**src/rtl/evt_cnt_pkg.sv**
```systemverilog
package evt_cnt_pkg;
  localparam int DATA_W        = 32;
  localparam int SEL_W         = 8;
  localparam int SEL_LSB       = 24;
  localparam int BIT_OVF       = 0;
  localparam int BIT_CLR       = 1;
  localparam int BIT_EN        = 2;
  localparam int CNT_BASE_WORD = 8;   // count words start at byte 0x20

  // stored per-slot control state
  typedef struct packed {
    logic [SEL_W-1:0] sel;
    logic             en;
    logic             clr;
    logic             ovf;
  } ctrl_t;

  // writable control fields
  typedef struct packed {
    logic [SEL_W-1:0] sel;
    logic             en;
    logic             clr;
  } wr_fld_t;

  function automatic logic [DATA_W-1:0] ctrl_word(ctrl_t c);
    logic [DATA_W-1:0] w;
    w = '0;
    w[SEL_LSB +: SEL_W] = c.sel;
    w[BIT_EN]  = c.en;
    w[BIT_CLR] = c.clr;
    w[BIT_OVF] = c.ovf;
    return w;
  endfunction
endpackage

```
**src/rtl/evt_cnt_regs.sv**
```systemverilog
module evt_cnt_regs
  import evt_cnt_pkg::*;
#(
  parameter int NUM_CNT = 4,
  parameter int CNT_W   = 32,
  parameter int ADDR_W  = 8
) (
  input  logic                            req_i,
  input  logic                            we_i,
  input  logic [ADDR_W-1:0]               addr_i,
  input  ctrl_t [NUM_CNT-1:0]             ctrl_i,
  input  logic  [NUM_CNT-1:0][CNT_W-1:0]  cnt_i,
  output logic  [NUM_CNT-1:0]             ctrl_wr_o,
  output logic  [DATA_W-1:0]              rdata_o
);
  localparam int IDX_W = ADDR_W - 2;

  logic [IDX_W-1:0] word_idx;
  logic             aligned;
  logic             rd_en;

  assign word_idx = addr_i[ADDR_W-1:2];
  assign aligned  = (addr_i[1:0] == 2'b00);
  assign rd_en    = req_i & ~we_i & aligned;

  always_comb begin
    for (int n = 0; n < NUM_CNT; n++)
      ctrl_wr_o[n] = req_i & we_i & aligned & (word_idx == IDX_W'(n));
  end

  always_comb begin
    rdata_o = '0;
    if (rd_en) begin
      for (int n = 0; n < NUM_CNT; n++) begin
        if (word_idx == IDX_W'(n))
          rdata_o = ctrl_word(ctrl_i[n]);
        if (word_idx == IDX_W'(CNT_BASE_WORD + n))
          rdata_o = DATA_W'(cnt_i[n]);
      end
    end
  end
endmodule

```
**src/rtl/evt_cnt_slice.sv**
```systemverilog
module evt_cnt_slice
  import evt_cnt_pkg::*;
#(
  parameter int CNT_W    = 32,
  parameter int EVT_W    = 16,
  parameter bit IS_CYCLE = 1'b0,
  parameter bit WRAP_OVF = 1'b0
) (
  input  logic             clk_i,
  input  logic             rst_ni,
  input  logic             gate_i,
  input  logic             wr_i,
  input  wr_fld_t          wr_fld_i,
  input  logic [EVT_W-1:0] evt_i,
  output ctrl_t            ctrl_o,
  output logic [CNT_W-1:0] cnt_o
);
  localparam bit ROLL = IS_CYCLE | WRAP_OVF;

  logic [CNT_W-1:0] cnt_q;
  logic [SEL_W-1:0] sel_q;
  logic             en_q, clr_q, ovf_q;
  logic             hit, inc, at_max, clr_hit, off_hit;

  generate
    if (IS_CYCLE) begin : g_cyc
      logic unused_evt;
      assign unused_evt = ^evt_i;
      assign hit = 1'b1;
    end else begin : g_evt
      always_comb begin
        hit = 1'b0;
        for (int k = 0; k < EVT_W; k++)
          if (sel_q == SEL_W'(k)) hit = evt_i[k];
      end
    end
  endgenerate

  assign at_max = &cnt_q;
  assign inc    = gate_i & en_q & hit & (ROLL | ~ovf_q);
  // cycle slot clears on a 0->1 of its clear bit, event slots on a written 0
  assign clr_hit = IS_CYCLE ? (wr_i & ~clr_q & wr_fld_i.clr) : (wr_i & ~wr_fld_i.clr);
  assign off_hit = IS_CYCLE & wr_i & ~wr_fld_i.en;

  always_ff @(posedge clk_i or negedge rst_ni) begin
    if (!rst_ni) begin
      cnt_q <= '0;
      ovf_q <= 1'b0;
      en_q  <= 1'b0;
      clr_q <= 1'b1;
      sel_q <= '0;
    end else begin
      if (clr_hit) begin
        cnt_q <= '0;
        ovf_q <= 1'b0;
      end else if (inc) begin
        if (at_max) begin
          ovf_q <= 1'b1;
          if (ROLL) cnt_q <= '0;
        end else begin
          cnt_q <= cnt_q + CNT_W'(1);
        end
      end
      if (off_hit) ovf_q <= 1'b0;
      if (wr_i) begin
        en_q  <= wr_fld_i.en;
        clr_q <= wr_fld_i.clr;
        sel_q <= wr_fld_i.sel;
      end else if (!IS_CYCLE) begin
        clr_q <= 1'b1;
      end
    end
  end

  assign cnt_o = cnt_q;
  always_comb begin
    ctrl_o     = '0;
    ctrl_o.sel = sel_q;
    ctrl_o.en  = en_q;
    ctrl_o.clr = clr_q;
    ctrl_o.ovf = ovf_q;
  end
endmodule

```
**src/rtl/evt_cnt_bank.sv**
```systemverilog
module evt_cnt_bank
  import evt_cnt_pkg::*;
#(
  parameter int NUM_CNT      = 4,
  parameter int CNT_W        = 32,
  parameter int EVT_W        = 16,
  parameter int ADDR_W       = 8,
  parameter bit WRAP_EVT_OVF = 1'b0
) (
  input  logic              clk_i,
  input  logic              rst_ni,
  input  logic              bus_req_i,
  input  logic              bus_we_i,
  input  logic [ADDR_W-1:0] bus_addr_i,
  input  logic [DATA_W-1:0] bus_wdata_i,
  output logic [DATA_W-1:0] bus_rdata_o,
  input  logic [EVT_W-1:0]  evt_i,
  output logic              irq_o
);
  ctrl_t [NUM_CNT-1:0]            ctrl_w;
  logic  [NUM_CNT-1:0][CNT_W-1:0] cnt_w;
  logic  [NUM_CNT-1:0]            ctrl_wr_w;
  wr_fld_t                        wr_fld_w;
  logic                           cyc_en_w;
  logic                           gate_w;
  logic                           unused_wdata;

  assign wr_fld_w.sel = bus_wdata_i[SEL_LSB +: SEL_W];
  assign wr_fld_w.en  = bus_wdata_i[BIT_EN];
  assign wr_fld_w.clr = bus_wdata_i[BIT_CLR];
  assign unused_wdata = ^{bus_wdata_i[SEL_LSB-1:BIT_EN+1], bus_wdata_i[BIT_OVF]};

  assign cyc_en_w = ctrl_w[0].en;
  assign gate_w   = cyc_en_w & ~ctrl_w[0].ovf;
  assign irq_o    = ctrl_w[0].ovf;

  evt_cnt_regs #(
    .NUM_CNT (NUM_CNT),
    .CNT_W   (CNT_W),
    .ADDR_W  (ADDR_W)
  ) u_regs (
    .req_i     (bus_req_i),
    .we_i      (bus_we_i),
    .addr_i    (bus_addr_i),
    .ctrl_i    (ctrl_w),
    .cnt_i     (cnt_w),
    .ctrl_wr_o (ctrl_wr_w),
    .rdata_o   (bus_rdata_o)
  );

  generate
    for (genvar n = 0; n < NUM_CNT; n++) begin : g_slot
      evt_cnt_slice #(
        .CNT_W    (CNT_W),
        .EVT_W    (EVT_W),
        .IS_CYCLE (n == 0),
        .WRAP_OVF (WRAP_EVT_OVF)
      ) u_slice (
        .clk_i    (clk_i),
        .rst_ni   (rst_ni),
        .gate_i   (gate_w),
        .wr_i     (ctrl_wr_w[n]),
        .wr_fld_i (wr_fld_w),
        .evt_i    (evt_i),
        .ctrl_o   (ctrl_w[n]),
        .cnt_o    (cnt_w[n])
      );
    end
  endgenerate
endmodule

```
**config.mk**
```make
export PLATFORM = sky130hd
export DESIGN_NAME = evt_cnt_bank
export DESIGN_NICKNAME = d
export VERILOG_FILES = /design/src/rtl/evt_cnt_pkg.sv /design/src/rtl/evt_cnt_regs.sv /design/src/rtl/evt_cnt_slice.sv /design/src/rtl/evt_cnt_bank.sv
export SDC_FILE = /design/constraint.sdc
export NUM_CORES = 1
export LEC_CHECK = 0
export BUFFER_PORTS_ARGS = -buffer_cell sky130_fd_sc_hd__clkbuf_2
export CAP_MARGIN = 10
export CELL_PAD_IN_SITES_DETAIL_PLACEMENT = 1
export CELL_PAD_IN_SITES_GLOBAL_PLACEMENT = 1
export CORE_MARGIN = 4
export CORE_UTILIZATION = 47
export DETAILED_ROUTE_END_ITERATION = 16
export PLACE_DENSITY = 0.9
export SKIP_LAST_GASP = 1
export SLEW_MARGIN = 20
export SYNTH_ARGS = -nofsm -noshare
export SYNTH_HDL_FRONTEND = slang
export SYNTH_SLANG_ARGS = --single-unit
```
**constraint.sdc**
```tcl
create_clock -name clk_i -period 3.35 [get_ports clk_i]
set_input_delay 0.5025 -clock clk_i [delete_from_list [all_inputs] [get_ports clk_i]]
set_output_delay 0.5025 -clock clk_i [all_outputs]
set_load 0.005 [all_outputs]
```
Word-level counts from Yosys, hierarchy flattened
Index checks and enable logic that the tools add are counted.
{"block": "word_totals", "register_bits": 172, "in_bits": 60, "output_inout_bits": 33, "word_cells": 222}
{"block": "classes", "n_addsub": 4, "n_eq_ne": 55, "n_mux": 85, "n_bitwise": 33, "n_reduce_logical": 25}
{"op": "two-way mux 32 bit", "count": 21}
{"op": "== test 8 x 4 -> 1 bit, second input constant", "count": 24}
{"op": "adder 32 x 1 -> 32 bit, second input constant", "count": 4}
{"op": "AND reduction 32 bit", "count": 4}
{"op": "== test 8 x 3 -> 1 bit, second input constant", "count": 12}
{"op": "two-way mux 1 bit", "count": 64}
{"op": "== test 8 x 2 -> 1 bit, second input constant", "count": 6}
{"op": "bitwise AND 1 bit", "count": 25}
{"op": "== test 6 x 4 -> 1 bit, second input constant", "count": 4}
{"op": "== test 8 x 1 -> 1 bit, second input constant", "count": 3}
{"op": "zero test 8 bit", "count": 3}
{"op": "AND reduction 2 bit", "count": 7}
{"op": "nonzero test 2 bit", "count": 7}
{"op": "== test 6 x 2 -> 1 bit, second input constant", "count": 2}
{"op": "NOT 1 bit", "count": 8}
{"op": "== test 6 x 1 -> 1 bit, second input constant", "count": 1}
{"op": "zero test 6 bit", "count": 1}
{"op": "!= test 2 bit, second input constant", "count": 3}
{"op": "nonzero test 3 bit", "count": 2}
{"op": "zero test 2 bit", "count": 1}

Longest topological paths before layout
{"block": "logic_depth", "word_depth": 21, "ltp_mapped": 11, "ltp_nobuf": 8}

Hierarchy
Synthesis repeated with hierarchy kept, for this count alone.
{"block": "hier_totals", "cells_unflattened": 1261, "hier_area_um2": 11024.3}
{"module": "evt_cnt_slice (g_slot[1].u_slice ...)", "n_inst": 3, "cells_each": 276, "area_per_inst_um2": 2469.9, "seq_area_each_um2": 1077.3}
{"module": "evt_cnt_slice (g_slot[0].u_slice)", "n_inst": 1, "cells_each": 200, "area_per_inst_um2": 2095.8, "seq_area_each_um2": 1077.3}
{"module": "evt_cnt_regs", "n_inst": 1, "cells_each": 232, "area_per_inst_um2": 1505.2, "seq_area_each_um2": 0.0}
{"module": "evt_cnt_bank", "n_inst": 1, "cells_each": 1, "area_per_inst_um2": 13.8, "seq_area_each_um2": 0.0}

Least setup slack after synthesis
OpenSTA, ideal clock, no wires.
{"block": "synth_path", "path_type": "input to output", "from": "input bus_addr_i[4]", "to": "output bus_rdata_o[28]", "arrival_time_ns": 2.433, "required_ns": 2.847, "path_slack_ns": 0.414, "stages": 8, "n_path_buf": 1, "cell_sequence": "nor4b_1 -> nor2b_1 -> clkbuf_1 -> a222oi_1 -> a21o_1 -> a21oi_1 -> a211oi_1 -> nor3_1"}
{"block": "synth_between", "elab_chain_len": 10, "word_cells_on_any_way": 17, "classes_between": "eq/ne: 7; mux: 9; reduce/logical: 1"}
{"element": "start, declared", "line": "evt_cnt_bank.sv:14", "rtl": "input logic [ADDR_W-1:0] bus_addr_i,"}
{"element": "zero test 6 bit", "line": "evt_cnt_regs.sv:35", "rtl": "if (word_idx == IDX_W'(n))"}
{"element": "two-way mux 32 bit", "line": "evt_cnt_regs.sv:35"}
{"element": "two-way mux 32 bit", "line": "evt_cnt_regs.sv:37", "rtl": "if (word_idx == IDX_W'(CNT_BASE_WORD + n))"}
{"element": "two-way mux 32 bit", "line": "evt_cnt_regs.sv:35"}
{"element": "two-way mux 32 bit", "line": "evt_cnt_regs.sv:37"}
{"element": "two-way mux 32 bit", "line": "evt_cnt_regs.sv:35"}
{"element": "two-way mux 32 bit", "line": "evt_cnt_regs.sv:37"}
{"element": "two-way mux 32 bit", "line": "evt_cnt_regs.sv:35"}
{"element": "two-way mux 32 bit (*)", "line": "evt_cnt_regs.sv:37"}
{"element": "two-way mux 32 bit (*)", "line": "evt_cnt_regs.sv:33", "rtl": "if (rd_en) begin"}
{"element": "end, declared", "line": "evt_cnt_bank.sv:16", "rtl": "output logic [DATA_W-1:0] bus_rdata_o,"}
Mark *: on every way between the ends. The rest lies on a longest branch, timed or not.

Final worst setup path
{"block": "layout_path", "from": "input bus_addr_i[5]", "to": "output bus_rdata_o[29]"}
The elaborated chain is that of the path after synthesis.

==> results.sh <==
export IMPL_fmaxAchievable_ghz=0.307
export IMPL_cts_buffers=17
export IMPL_grt_max_degree=64
export IMPL_antenna_found_initial=0
export IMPL_grt_pass1_wl_um=60900
export IMPL_drive_gt1_share_pct=19.5
export IMPL_hold_viol_final=0
export IMPL_hp_class="in2reg"
export IMPL_numPortBuffers=70
export IMPL_p_leak_nw=4.77
export IMPL_required_ns=2.85
export IMPL_htreeDepth=4
export IMPL_fin_util_pct=55.3
export IMPL_synth_area_um2=10300
export IMPL_status="completed"
export IMPL_num_vias=10061
export IMPL_cp_end_kind="primary output"
export IMPL_dpl_hpwl_um=26100
export IMPL_clock_latency_ns=0.45
export IMPL_fin_tns_setup_ns=0
export IMPL_drc=0
export IMPL_yosys_warnings=0
export IMPL_finalSetupViolations=0
export IMPL_io_pins=93
export IMPL_drt_iter0_markers=999
export IMPL_irDropWorstVdd_mv=0.366
export IMPL_synthFlopType="dfrtp_1"
export IMPL_synthDistinctLibCells=78
export IMPL_synth_seq_cells=172
export IMPL_drt_total_wl_um=38300
export IMPL_p_per_area_nw_per_um2=384
export IMPL_die_w_um=156
export IMPL_yosysSeqAreaShare_pct=41.7
export IMPL_n_fill_cell=2419
export IMPL_min_period_over_period_pct=97.3
export IMPL_wire_per_inst_um=25.9
export IMPL_fin_skew_ns=0.0114
export IMPL_cts_tree="done"
export IMPL_cts_sinks=172
export IMPL_arrival_ns=2.76
export IMPL_grt_usage_pct=31.8
export IMPL_avgSynthCellArea_um2=9.24
export IMPL_worst_pin_slew_ns=0.942
export IMPL_core_um2=21300
export IMPL_async_reset_ff_share_pct=100
export IMPL_initial_core_util_pct=48.5
export IMPL_slew_headroom_pct=36.2
export IMPL_insertedDiodeCount=0
export IMPL_vias_per_cell=6.81
export IMPL_gp_congestion=0.913
export IMPL_cap_violations=0
export IMPL_cp_max_fo=7
export IMPL_row_count=53
export IMPL_syn_inst=1118
export IMPL_drt_first_pass_iters=7
export IMPL_syn_nets=1182
export IMPL_finalNetCount=1253
export IMPL_layout_common_cells="168 x dfrtp_1, 125 x nor2_1, 86 x a21oi_1, 79 x nand2_1, 69 x clkbuf_2"
export IMPL_slew_viol_final=0
export IMPL_syn2layout_area_growth_pct=13.9
export IMPL_rsz0062_at_grt="false"
export IMPL_ant_nets=0
export IMPL_critPathKind="in2out"
export IMPL_overflow=0
export IMPL_path_clk_slew_ns=0.07
export IMPL_synth_edf_count=0
export IMPL_first_global_vias=10651
export IMPL_clockRootBuffer="clkbuf_16"
export IMPL_final_common_cell="dfrtp_1"
export IMPL_cp_start_kind="input port"
export IMPL_die_h_um=156
export IMPL_min_period_ns=3.26
export IMPL_cts_setup_buffers=0
export IMPL_cts_buffer_depth=2
export IMPL_die_area_um2=24400
path summary, 6_finish.rpt:
| check | startpoint | end | slack, ns | cells past startpoint |
|---|---|---|---|---|
| worst max-delay path | bus_addr_i[5] | bus_rdata_o[29] | 0.09 | 10 |
| worst min-delay path | bus_wdata_i[26] | g_slot[3].u_slice.sel_q[2] | 0.36 | 3 |
| worst max register to register | g_slot[3].u_slice.cnt_o[1] | g_slot[3].u_slice.cnt_o[1] | 0.28 | 7 |
| worst min register to register | g_slot[0].u_slice.sel_q[6] | g_slot[0].u_slice.sel_q[6] | 0.55 | 1 |
| max in group asynchronous | rst_ni | g_slot[3].u_slice.cnt_o[13] | 1.97 | 3 |
| min in group asynchronous | rst_ni | g_slot[2].u_slice.cnt_o[28] | 0.55 | 2 |
metal layers:
layer / GRT usage, % / part of all wire, % / up-vias
met1: 41.0 / 39 / 5060
met3: 5.64 / 7.4 / 143
li1: - / - / 4322
met4: 15.2 / 5.1 / 0
met2: 52.1 / 48 / 536
met5: 0 / 0 / -
through the flow:
stage               setup WS (ns)  power, mW  hold WS (ns)  instances  area, um2
floorplan                   0.414       2.28         0.207       1118      10300
global placement            0.235       2.41         0.447       1444      11100
detailed placement          0.206       2.42         0.452       1444      11100
CTS                         0.116       4.51         0.350       1477      11800
global route               0.0163       4.63         0.375       1477      11800
finish                     0.0901       4.51         0.357       1477      11800
sequential cells by signal, indices dropped and copies added, names as in the netlist:
signal,count
g_slot.u_slice.sel_q,32
g_slot.u_slice.cnt_o,128
g_slot.u_slice.en_q,4
g_slot.u_slice.ovf_q,4
g_slot.u_slice.clr_q,4
where the power goes:
part	total [mW]	leakage, nW	switching [mW]	internal (mW)
combinational	0.254	2.16	0.162	0.0923
sequential	2.14	2.31	0.0390	2.10
clock	2.12	0.300	0.892	1.23
critical path: stages:
cell and delay, ns:
clkbuf_2 0.11, or4_1 0.67, nor2_2 0.20, buf_4 0.18
a222oi_1 0.08, a21o_1 0.21, a21oi_1 0.24, a211oi_1 0.08
nor3_1 0.29, clkbuf_2 0.18
timing repair:
item                                    4_1_cts  5_1_grt
gates resized for setup                       0        2
endpoints found under the setup margin        0        8
hold endpoints to repair                     18        0
hold buffers                                  1        0
cell usage after synthesis (8+ instances only):
library cell  number  area share, %
a21oi_1           86            4.2
dfrtp_1          168             41
nor2_1           128            4.7
nand2_1           79            2.9
inv_1             18           0.65
o21ai_1           15           0.73
o21ai_0           23            1.1
nand4_1           32            1.9
mux2_2            39            4.3
xor2_1            14            1.2
a211oi_1          10           0.73
xnor2_1           52            4.4
nor3_1            22            1.1
and3_1            14           0.85
o31ai_1           11           0.80
mux2i_1           13            1.3
or4_1             19            1.4
nand2b_1           8           0.48
buf_2             10           0.48
nor4_2            10            1.2
a31oi_1            9           0.55
a21o_1             9           0.65
clkbuf_1          43            1.6
and4_1            16            1.4
nand3_1           46            2.2
or3_1             39            2.4
a22oi_1           52            3.8
kinds of logic (layout without fill, tap and decap cells):
logic type | count (synthesis) | in the layout | synth area share (%)
DFF | 172 | 172 | 41.7
and+or+nand+nor | 467 | 467 | 25.0
xor gates and xnor gates | 66 | 66 | 5.60
muxes | 60 | 60 | 7.04
buffers and inverters | 82 | 166 | 3.32
adders and majority gates | 4 | 4 | 0.485
AOI/OAI and AO/OA | 267 | 267 | 16.9
layout make-up:
class,count,area [um2],share of cell area (%)
Clock buffer,25,515,4.38
Clock inverter,7,103,0.872
Inverter,20,75.1,0.638
Multi-Input combinational cell,864,5690,48.4
Sequential cell,172,4310,36.6
Tap cell,275,344,2.93
Timing Repair Buffer,114,727,6.18
No activity file was read; power rests on OpenSTA's default activity.
